**config.mk**
```make
export PLATFORM = sky130hd
export DESIGN_NAME = wstore_unit
export DESIGN_NICKNAME = d
export VERILOG_FILES = /design/src/rtl/wstore_pkg.sv /design/src/rtl/wstore_decode.sv /design/src/rtl/wstore_agen.sv /design/src/rtl/wstore_unit.sv
export SDC_FILE = /design/constraint.sdc
export NUM_CORES = 1
export LEC_CHECK = 0
export ABC_AREA = 1
export CAP_MARGIN = 15
export CELL_PAD_IN_SITES_DETAIL_PLACEMENT = 1
export CELL_PAD_IN_SITES_GLOBAL_PLACEMENT = 2
export CORE_MARGIN = 5
export CORE_UTILIZATION = 29
export CTS_BUF_LIST = sky130_fd_sc_hd__clkbuf_4 sky130_fd_sc_hd__clkbuf_8
export DETAILED_ROUTE_END_ITERATION = 16
export GPL_ROUTABILITY_DRIVEN = 0
export GPL_TIMING_DRIVEN = 0
export PLACE_DENSITY = 0.93
export SKIP_LAST_GASP = 1
export SLEW_MARGIN = 20
export SYNTH_ARGS = -nofsm -noshare
export SYNTH_HDL_FRONTEND = slang
export SYNTH_SLANG_ARGS = --single-unit
```
**constraint.sdc**
```tcl
create_clock -name clk -period 2.3 [get_ports clk]
set_input_delay 0.23 -clock clk [delete_from_list [all_inputs] [get_ports clk]]
set_output_delay 0.23 -clock clk [all_outputs]
set_load 0.01 [all_outputs]
```
**src/rtl/wstore_pkg.sv**
```systemverilog
package wstore_pkg;
    localparam int SEL_W = 3;
    localparam int OFFS_W = 5;
    localparam logic [4:0] OP_OFFS = 5'b01011;
    localparam logic [4:0] OP_INDEX = 5'b01111;

    typedef enum logic [2:0] {
        K_OFFS,
        K_IDX,
        K_POST,
        K_PRE,
        K_BAD
    } kind_e;

    typedef struct packed {
        kind_e             kind;
        logic [SEL_W-1:0]  src;
        logic [SEL_W-1:0]  base;
        logic [SEL_W-1:0]  idx;
        logic [OFFS_W-1:0] offs;
    } dec_t;
endpackage

```
**src/rtl/wstore_decode.sv**
```systemverilog
module wstore_decode
    import wstore_pkg::*;
(
    input  logic [15:0] instr,
    output dec_t        dec
);
    always_comb begin
        dec.src  = instr[10:8];
        dec.base = instr[7:5];
        dec.idx  = instr[4:2];
        dec.offs = instr[4:0];
        if (instr[15:11] == OP_OFFS) begin
            dec.kind = K_OFFS;
        end else if (instr[15:11] == OP_INDEX) begin
            case (instr[1:0])
                2'b00:   dec.kind = K_IDX;
                2'b01:   dec.kind = K_POST;
                2'b10:   dec.kind = K_PRE;
                default: dec.kind = K_BAD;
            endcase
        end else begin
            dec.kind = K_BAD;
        end
    end
endmodule

```
**src/rtl/wstore_agen.sv**
```systemverilog
module wstore_agen
    import wstore_pkg::*;
#(
    parameter int DATA_W = 16,
    parameter int STEP   = 2
) (
    input  kind_e              kind,
    input  logic [DATA_W-1:0]  base_v,
    input  logic [DATA_W-1:0]  idx_v,
    input  logic [OFFS_W-1:0]  offs,
    input  logic [SEL_W-1:0]   idx_sel,
    output logic [DATA_W-1:0]  addr,
    output logic [DATA_W-1:0]  idx_new,
    output logic               wb_req
);
    localparam logic [DATA_W-1:0] STEP_V = DATA_W'(STEP);

    logic [DATA_W-1:0] disp;

    always_comb begin
        idx_new = idx_v;
        disp    = idx_v;
        wb_req  = 1'b0;
        case (kind)
            K_OFFS: disp = DATA_W'(offs);
            K_POST: begin
                idx_new = idx_v + STEP_V;
                wb_req  = (idx_sel != '0);
            end
            K_PRE: begin
                idx_new = idx_v - STEP_V;
                disp    = idx_new;
                wb_req  = (idx_sel != '0);
            end
            default: ;
        endcase
        addr = base_v + disp;
    end
endmodule

```
**src/rtl/wstore_unit.sv**
```systemverilog
module wstore_unit
    import wstore_pkg::*;
#(
    parameter int DATA_W = 16,
    parameter int STEP   = 2
) (
    input  logic                 clk,
    input  logic                 rst_n,
    input  logic                 instr_valid,
    input  logic [15:0]          instr,
    output logic                 instr_ready,
    output logic [SEL_W-1:0]     rf_sel_src,
    output logic [SEL_W-1:0]     rf_sel_base,
    output logic [SEL_W-1:0]     rf_sel_idx,
    input  logic [DATA_W-1:0]    rf_val_src,
    input  logic [DATA_W-1:0]    rf_val_base,
    input  logic [DATA_W-1:0]    rf_val_idx,
    output logic                 mem_req,
    output logic [DATA_W-1:0]    mem_addr,
    output logic [DATA_W-1:0]    mem_wdata,
    output logic [DATA_W/8-1:0]  mem_be,
    input  logic                 mem_ack,
    output logic                 wb_en,
    output logic [SEL_W-1:0]     wb_sel,
    output logic [DATA_W-1:0]    wb_data,
    output logic                 illegal
);
    localparam int BE_W = DATA_W / 8;

    typedef struct packed {
        logic              busy;
        logic              bad;
        logic [DATA_W-1:0] addr;
        logic [DATA_W-1:0] wdata;
        logic              wb_req;
        logic [SEL_W-1:0]  wb_sel;
        logic [DATA_W-1:0] wb_data;
    } st_t;

    st_t st_d, st_q;
    dec_t dec;
    logic [DATA_W-1:0] src_v, base_v, idx_v;
    logic [DATA_W-1:0] ag_addr, ag_idx_new;
    logic ag_wb_req;

    wstore_decode u_dec (
        .instr (instr),
        .dec   (dec)
    );

    assign rf_sel_src  = dec.src;
    assign rf_sel_base = dec.base;
    assign rf_sel_idx  = dec.idx;

    // register 0 is hardwired to zero on every read path
    assign src_v  = (dec.src  == '0) ? '0 : rf_val_src;
    assign base_v = (dec.base == '0) ? '0 : rf_val_base;
    assign idx_v  = (dec.idx  == '0) ? '0 : rf_val_idx;

    wstore_agen #(.DATA_W(DATA_W), .STEP(STEP)) u_agen (
        .kind    (dec.kind),
        .base_v  (base_v),
        .idx_v   (idx_v),
        .offs    (dec.offs),
        .idx_sel (dec.idx),
        .addr    (ag_addr),
        .idx_new (ag_idx_new),
        .wb_req  (ag_wb_req)
    );

    always_comb begin
        st_d     = st_q;
        st_d.bad = 1'b0;
        if (!st_q.busy) begin
            if (instr_valid) begin
                if (dec.kind == K_BAD) begin
                    st_d.bad = 1'b1;
                end else begin
                    st_d.busy    = 1'b1;
                    st_d.addr    = ag_addr;
                    st_d.wdata   = src_v;
                    st_d.wb_req  = ag_wb_req;
                    st_d.wb_sel  = dec.idx;
                    st_d.wb_data = ag_idx_new;
                end
            end
        end else if (mem_ack) begin
            st_d.busy   = 1'b0;
            st_d.wb_req = 1'b0;
        end
    end

    always_ff @(posedge clk or negedge rst_n) begin
        if (!rst_n) begin
            st_q <= '0;
        end else begin
            st_q <= st_d;
        end
    end

    assign instr_ready = !st_q.busy;
    assign mem_req     = st_q.busy;
    assign mem_addr    = st_q.addr;
    assign mem_wdata   = st_q.wdata;
    assign mem_be      = st_q.busy ? {BE_W{1'b1}} : '0;
    assign wb_en       = st_q.busy && mem_ack && st_q.wb_req;
    assign wb_sel      = st_q.wb_sel;
    assign wb_data     = st_q.wb_data;
    assign illegal     = st_q.bad;

    a_r8_hold_stable: assert property (@(posedge clk) disable iff (!rst_n)
        mem_req && !mem_ack |=> mem_req && $stable(mem_addr) && $stable(mem_wdata));
    a_r8_ready_excl: assert property (@(posedge clk) disable iff (!rst_n)
        mem_req |-> !instr_ready);
    a_r8_accept_req: assert property (@(posedge clk) disable iff (!rst_n)
        instr_valid && instr_ready && (dec.kind != K_BAD) |=> mem_req);
    a_r9_wb_on_ack: assert property (@(posedge clk) disable iff (!rst_n)
        wb_en |-> mem_req && mem_ack);
    a_r9_release: assert property (@(posedge clk) disable iff (!rst_n)
        mem_req && mem_ack |=> !mem_req && instr_ready);
    a_r6_no_zero_wb: assert property (@(posedge clk) disable iff (!rst_n)
        wb_en |-> wb_sel != '0);
    a_r7_full_strobe: assert property (@(posedge clk) disable iff (!rst_n)
        mem_req |-> mem_be == {BE_W{1'b1}});
    a_r10_bad_quiet: assert property (@(posedge clk) disable iff (!rst_n)
        illegal |-> !mem_req && !wb_en);
    a_r10_bad_pulse: assert property (@(posedge clk) disable iff (!rst_n)
        instr_valid && instr_ready && (dec.kind == K_BAD) |=> illegal && !mem_req);
endmodule

```
==> run metrics, run 1 <==
synth warn 0; GRT Total Usage 19.0%; max-slew violations 0; wire length of the first global-routing pass around 30 mm; Crit. End Element flop; prevailing post-synth register cell dfrtp_1; CP Max Fanout 8; EDFF count, synth 0; Crit-path slowest cell a31oi_4; FF/Latch Area 1350 sq um; TritonCTS Buffers 5; Synth async-reset ratio 100%; Setup-failing EPs final 13; sequential area share after synthesis 28.1%; post-route DRC violation count 0; period utilization 123%; most common cell in the netlist nand2_1; Post-Syn Instances between 600 and 700; slew margin rel. between 50% and 60%; Die Y 139 um; WL final 21.6 mm; number of global-route vias before repair between 5000 and 6000; Synth Register Bits 54; Distinct cells, synth 49; startpoint types input pin; synth top area cells dfrtp_1 (28%), nand2_1 (12%), buf_4 (9.8%); PwrDens 567 nW/um^2; setup TNS -4490 ps; Hold Crit Class in2reg; post-synth net total 765; cell area after layout between 8000 and 9000 sq um; NetSw 1.73 mW; area grow syn2layout 71.2%; number of port buffers approximately 130; fraction of layout cells with a size suffix above 1 about two fifths; clk root buf clkbuf_8; largest net degree at the start of global routing 52; Worst Path Required 2580 ps; Setup WS post-layout -518 ps; clock power share 13.2%; initial antenna violation count 0; router iterations before antenna repair 4; Hold Vio Cnt, Final 0; Routed Antenna Nets 0; worst vdd rail ir drop around 0.29 mV; placed cell areas around 6700 sq um; max incr delay on CP roughly 310 ps; Final min period between 2000 and 3000 ps; Reg power frac roughly 30%; total power draw roughly 4.7 mW; f_max approximately 0.35 GHz; cell mode on critical path ha_4; initial DRC count 247; core outline area 16400 sq um; Die Width 139 um; clock sink total between 50 and 60; num ports 134; most common library cells after synthesis nand2_1 (154), inv_1 (66), buf_4 (63), nand3_1 (63), nor2_1 (55); routed via count 5494; CTS tree yes; top cell type's share of synthesized area 28.1%; Clock Latency Late Sink between 300 and 400 ps; status complete, but fails checks; Worst Clk Skew between 15 and 20 ps; cell area after synthesis ~4800 sq um; Layout Nets a little under 1000; RSZ-0062 raised after global routing yes; Placement Setup Slack -1770 ps; Mean Syn Cell Area between 7 and 8 sq um; max-cap violation count 0; Leak 3.71 nW; hpwl dp roughly 14 mm; Worst EP arrival ~3100 ps; Cell Int Power between 2 and 3 mW; Worst-Margin Slew 679 ps; num rows between 40 and 50; Comb power frac a little under three fifths; Multi-input gate area around 3500 sq um; Crit Path Category in2reg; Reg clk slew, reported paths between 100 and 150 ps; die area between 15000 and 20000 sq um; diode count 0; switching portion of total power 37.2%; vias per cell slightly below 5; Initial Util 29.3%; dominant cell type by area after synthesis dfrtp_1; hold slack 128 ps; fill count between 1500 and 2000; violated checks negative setup slack; WL/cell approximately 19 um; crit-path cells buf_8 > clkinvlp_4 > nand2_8 > inv_12 > nor2_4 > inv_2 > ha_4 > buf_6 > or2_4 > nand3_4 > o221ai_4 > ha_4 > a21oi_4 > nand2_2 > a31oi_4 > o21ai_4 > o211ai_1 > nand3_1 > nand2_1; GR Overflow Total 0; Max clock buf depth 2; CTS H-tree lvls 2
[worst max-delay path, delay by kind of cell]
family          cells  cell delay [ps]
compound gates      5              900
simple gates        7             1040
buf+inv             5              450
fa+ha+maj           2              470
[registers in the layout, summed over array words and instances, names as in the netlist]
name       count
wb_data       16
illegal        1
mem_addr      16
mem_wdata     16
st_q           1
wb_sel         3
mem_req        1
[what timing repair did]
action / in CTS / in global routing
buffers inserted: 53 / 28
endpoints found under the setup margin: 31 / 13
endpoints found under the hold margin: 54 / 0
pin swaps: 67 / 52
resized for setup: 163 / 64
hold buffers: 1 / 0
[logic make-up (layout without fill, tap and decap cells)]
group,after synthesis,count (layout),synth area share [%]
DFF,54,54,28.1
and+or+nand+nor,328,328,33.1
xor gates and xnor gates,10,10,1.82
buffers and inverters,157,376,18.2
AOI/OAI and AO/OA,106,106,13.2
adders and majority gates,21,21,5.63
[power by group through the flow]
stage                     Combinational, mW  Clock, mW  Sequential (mW)
after detailed placement               2.15          0             1.39
final                                  2.66      0.617             1.38
after CTS                              2.41      0.619             1.37
after global placement                 2.09          0             1.38
after floorplan                        1.22          0             1.34
after global routing                   2.83      0.663             1.42
[stage by stage]
step	util, %	cells
after floorplan	-	676
after global placement	40.5	1029
final	50.1	1115
after global routing	50.1	1115
after CTS	46.9	1091
after detailed placement	40.6	1030
[layout make-up]
type | instances | area share [%]
flip-flops and latches | 54 | 16.4
multi-input cells | 465 | 42.8
repair buffers | 211 | 24.9
inverters | 78 | 4.09
well taps | 220 | 3.35
clock buffers | 6 | 0.928
clock inverters | 2 | 0.167
plain buffers | 79 | 7.35
[final timing paths]
| kind | from | endpoint | slack [ps] | depth (start not counted) |
|---|---|---|---|---|
| setup / recovery | instr[4] | mem_addr[10] | -520 | 19 |
| hold / removal | instr[2] | wb_sel[0] | 130 | 3 |
| setup reg to reg | mem_req | wb_data[10] | 340 | 9 |
| hold reg to reg | mem_addr[1] | mem_addr[1] | 480 | 2 |
| max in group asynchronous | rst_n | mem_wdata[0] | 1580 | 3 |
| min in group asynchronous | rst_n | wb_data[6] | 230 | 2 |
[placed cells by master, fill, tap and decap left out, types with 14 or more instances in the layout]
cell / instances
nand2_2: 14
clkdlybuf4s50_1: 116
nor2_1: 45
nand3_2: 17
buf_4: 122
nand3_1: 44
nor2_4: 19
buf_6: 15
inv_1: 53
dfrtp_1: 54
o21ai_0: 20
ha_4: 15
inv_2: 16
nand2_1: 135
[metal layers]
layer	wire [um]	global-route usage (%)	part of all wire, %	up-vias
li1	-	-	-	2574
met1	8910	24.1	41	2682
met2	11100	34.0	51	195
met3	1030	2.52	4.7	43
met4	550	5.30	2.5	0
met5	0	0	0	-
Power figures use the tool's default switching activity.
==> run 2: changes to the inputs <==
--- a/config.mk
+++ b/config.mk
@@ -11,7 +11,6 @@
 export CELL_PAD_IN_SITES_GLOBAL_PLACEMENT = 2
 export CORE_MARGIN = 5
 export CORE_UTILIZATION = 29
-export CTS_BUF_LIST = sky130_fd_sc_hd__clkbuf_4 sky130_fd_sc_hd__clkbuf_8
 export DETAILED_ROUTE_END_ITERATION = 16
 export GPL_ROUTABILITY_DRIVEN = 0
 export GPL_TIMING_DRIVEN = 0
==> run metrics, run 2 (synthesis results as in run 1) <==
largest net degree at the start of global routing 52 (unchanged); worst reg2reg endpoint wb_data[10]; Die Y 139 um (unchanged); Hold Crit Class in2reg; cell area after layout 8030 sq um (-2.4%); routed via count 5344 (-2.7%); Crit-path slowest cell ha_4; vias per cell 4.86 (-1.3%); number of port buffers 133 (unchanged); Clock Latency Late Sink 310 ps (-30 ps); Crit path max-delay family simple AND/OR/NAND/NOR gates; GR Overflow Total 0 (unchanged); slew margin rel. 56.6% (+1.9 points); core outline area 16400 sq um (unchanged); RSZ-0062 raised after global routing yes; reg2reg start mem_req; Crit Path Category in2reg; most frequent cells in the layout nand2_1 (138), buf_4 (118), clkdlybuf4s50_1 (116); Layout Nets 967 (-1.6%); crit-path cells buf_8 > nor2_4 > nand2_8 > inv_12 > nor2_4 > inv_2 > ha_4 > nand2_4 > nor2_4 > nand2_2 > a21oi_2 > o21ai_2 > o21ai_2 > ha_4 > nand2_4 > a21oi_4 > nor3_4 > nand3_4 > a21o_1 > or2_4 > a31oi_1; max incr delay on CP 250 ps (-60 ps); hold path endpoint wb_sel[0]; hpwl dp 13.7 mm (unchanged); hold path start instr[2]; initial antenna violation count 0 (unchanged); Setup WS post-layout -386 ps (+132 ps); TritonCTS Buffers 5 (unchanged); wire length of the first global-routing pass 31.0 mm (+4.2%); startpoint types input pin; CTS tree yes; Worst Clk Skew 10.7 ps (-9.33 ps); Worst EP arrival 2920 ps (-180 ps); cell mode on critical path nor2_4; WL/cell 18.7 um (-3.3%); clock sink total 54 (unchanged); router iterations before antenna repair 4 (unchanged); diode count 0 (unchanged); Hold Vio Cnt, Final 0 (unchanged); PwrDens 589 nW/um^2 (+3.9%); Leak 3.62 nW (-2.5%); max-cap violation count 0 (unchanged); Initial Util 29.3% (unchanged); area grow syn2layout 67.1%; number of global-route vias before repair 5739 (+1.7%); Max clock buf depth 2 (unchanged); f_max 0.372 GHz (+4.9%); Worst Path Required 2530 ps (-50 ps); reg2reg setup slack 360 ps (+20 ps); GRT Total Usage 19.9% (+0.83 points); Die Width 139 um (unchanged); hold path depth 3 (unchanged); max-slew violations 0 (unchanged); die area 19200 sq um (unchanged); clk root buf clkbuf_16; CP Max Fanout 8 (unchanged); initial DRC count 214 (-13%); num rows 47 (unchanged); violated checks negative setup slack; CTS H-tree lvls 2 (unchanged); num ports 134 (unchanged); period utilization 117% (-5.7 points); Reg clk slew, reported paths 80 ps (-40 ps); status complete, but fails checks; post-route DRC violation count 0 (unchanged); R2R cell count 9 (unchanged); setup TNS -3730 ps (+760 ps); WL final 20.6 mm (-4.7%); worst vdd rail ir drop 0.316 mV (+7.9%); critical path buffer and inverter count 3 (-2); Crit. End Element flop; fraction of layout cells with a size suffix above 1 36.9% (-2.0 points); Setup-failing EPs final 13 (unchanged); commonest non-fill, non-tap cell in the layout nand2_1; Worst-Margin Slew 651 ps (-28.0 ps); placed cell areas 6660 sq um (unchanged); Final min period 2690 ps (-132 ps); Routed Antenna Nets 0 (unchanged)
run 2: changes by cell type in the layout (fill, tap and decap cells not counted), sizes merged:
cell	delta
buf	-16
run 2: layout make-up:
cell class | instances | area (sq um)
Fill cell | 1944 | 8380
Multi-Input combinational cell | 465 | 3460
Timing Repair Buffer | 195 | 1850
Sequential cell | 54 | 1350
Buffer | 79 | 604
Inverter | 78 | 339
Tap cell | 220 | 275
Clock buffer | 6 | 129
Clock inverter | 2 | 13.8
run 2: per-stage QoR:
step / setup WS, ps / hold slack, ps / std cells / power [mW] / utilization [%]
floorplan: -449 / -65.6 / 676 / 2.56 / -
global placement: -1780 / 455 / 1029 / 3.47 / 40.5
detailed placement: -1770 / 48.6 / 1030 / 3.54 / 40.6
CTS: -312 / 160 / 1088 / 4.60 / 47.0
global route: -499 / 178 / 1099 / 4.99 / 48.9
finish: -386 / 156 / 1099 / 4.73 / 48.9
run 2: per-layer routing:
metal	vias to the layer above	global-route usage (%)	part of all wire, %
li1	2541	-	-
met1	2619	25.0	43
met2	144	35.6	50
met3	40	2.34	3.9
met4	0	6.08	3.0
met5	-	0	0
run 2: worst reg2reg max path: stages (launching register included):
cell,delay [ps]
dfrtp_1,430
inv_1,110
nand2_1,110
a21oi_4,360
inv_2,170
buf_2,270
a21oi_1,160
nand3_1,120
nand2_1,90
inv_1,50
run 2: worst max-delay path by stage:
stage,slack (ps),cells past startpoint,start,end
6_report,-390,21,instr[2],mem_addr[13]
5_1_grt,-500,21,instr[4],mem_addr[15]
3_5_place_dp,-1770,19,instr[0],mem_addr[15]
2_1_floorplan,-450,19,instr[2],mem_addr[13]
4_1_cts,-310,21,instr[3],mem_addr[13]
3_3_place_gp,-1780,19,instr[0],mem_addr[15]
run 2: power by group:
group / total [mW] / internal, mW / switching [mW]
Combinational: 2.55 / 1.43 / 1.12
Sequential: 1.38 / 1.22 / 0.161
Clock: 0.804 / 0.407 / 0.397
run 2: what timing repair did:
item / 4_1_cts / 5_1_grt
endpoints found under the hold margin: 54 / 0
pin swaps: 66 / 27
hold buffers: 1 / 0
endpoints found under the setup margin: 33 / 14
setup buffers: 50 / 12
resized for setup: 164 / 44
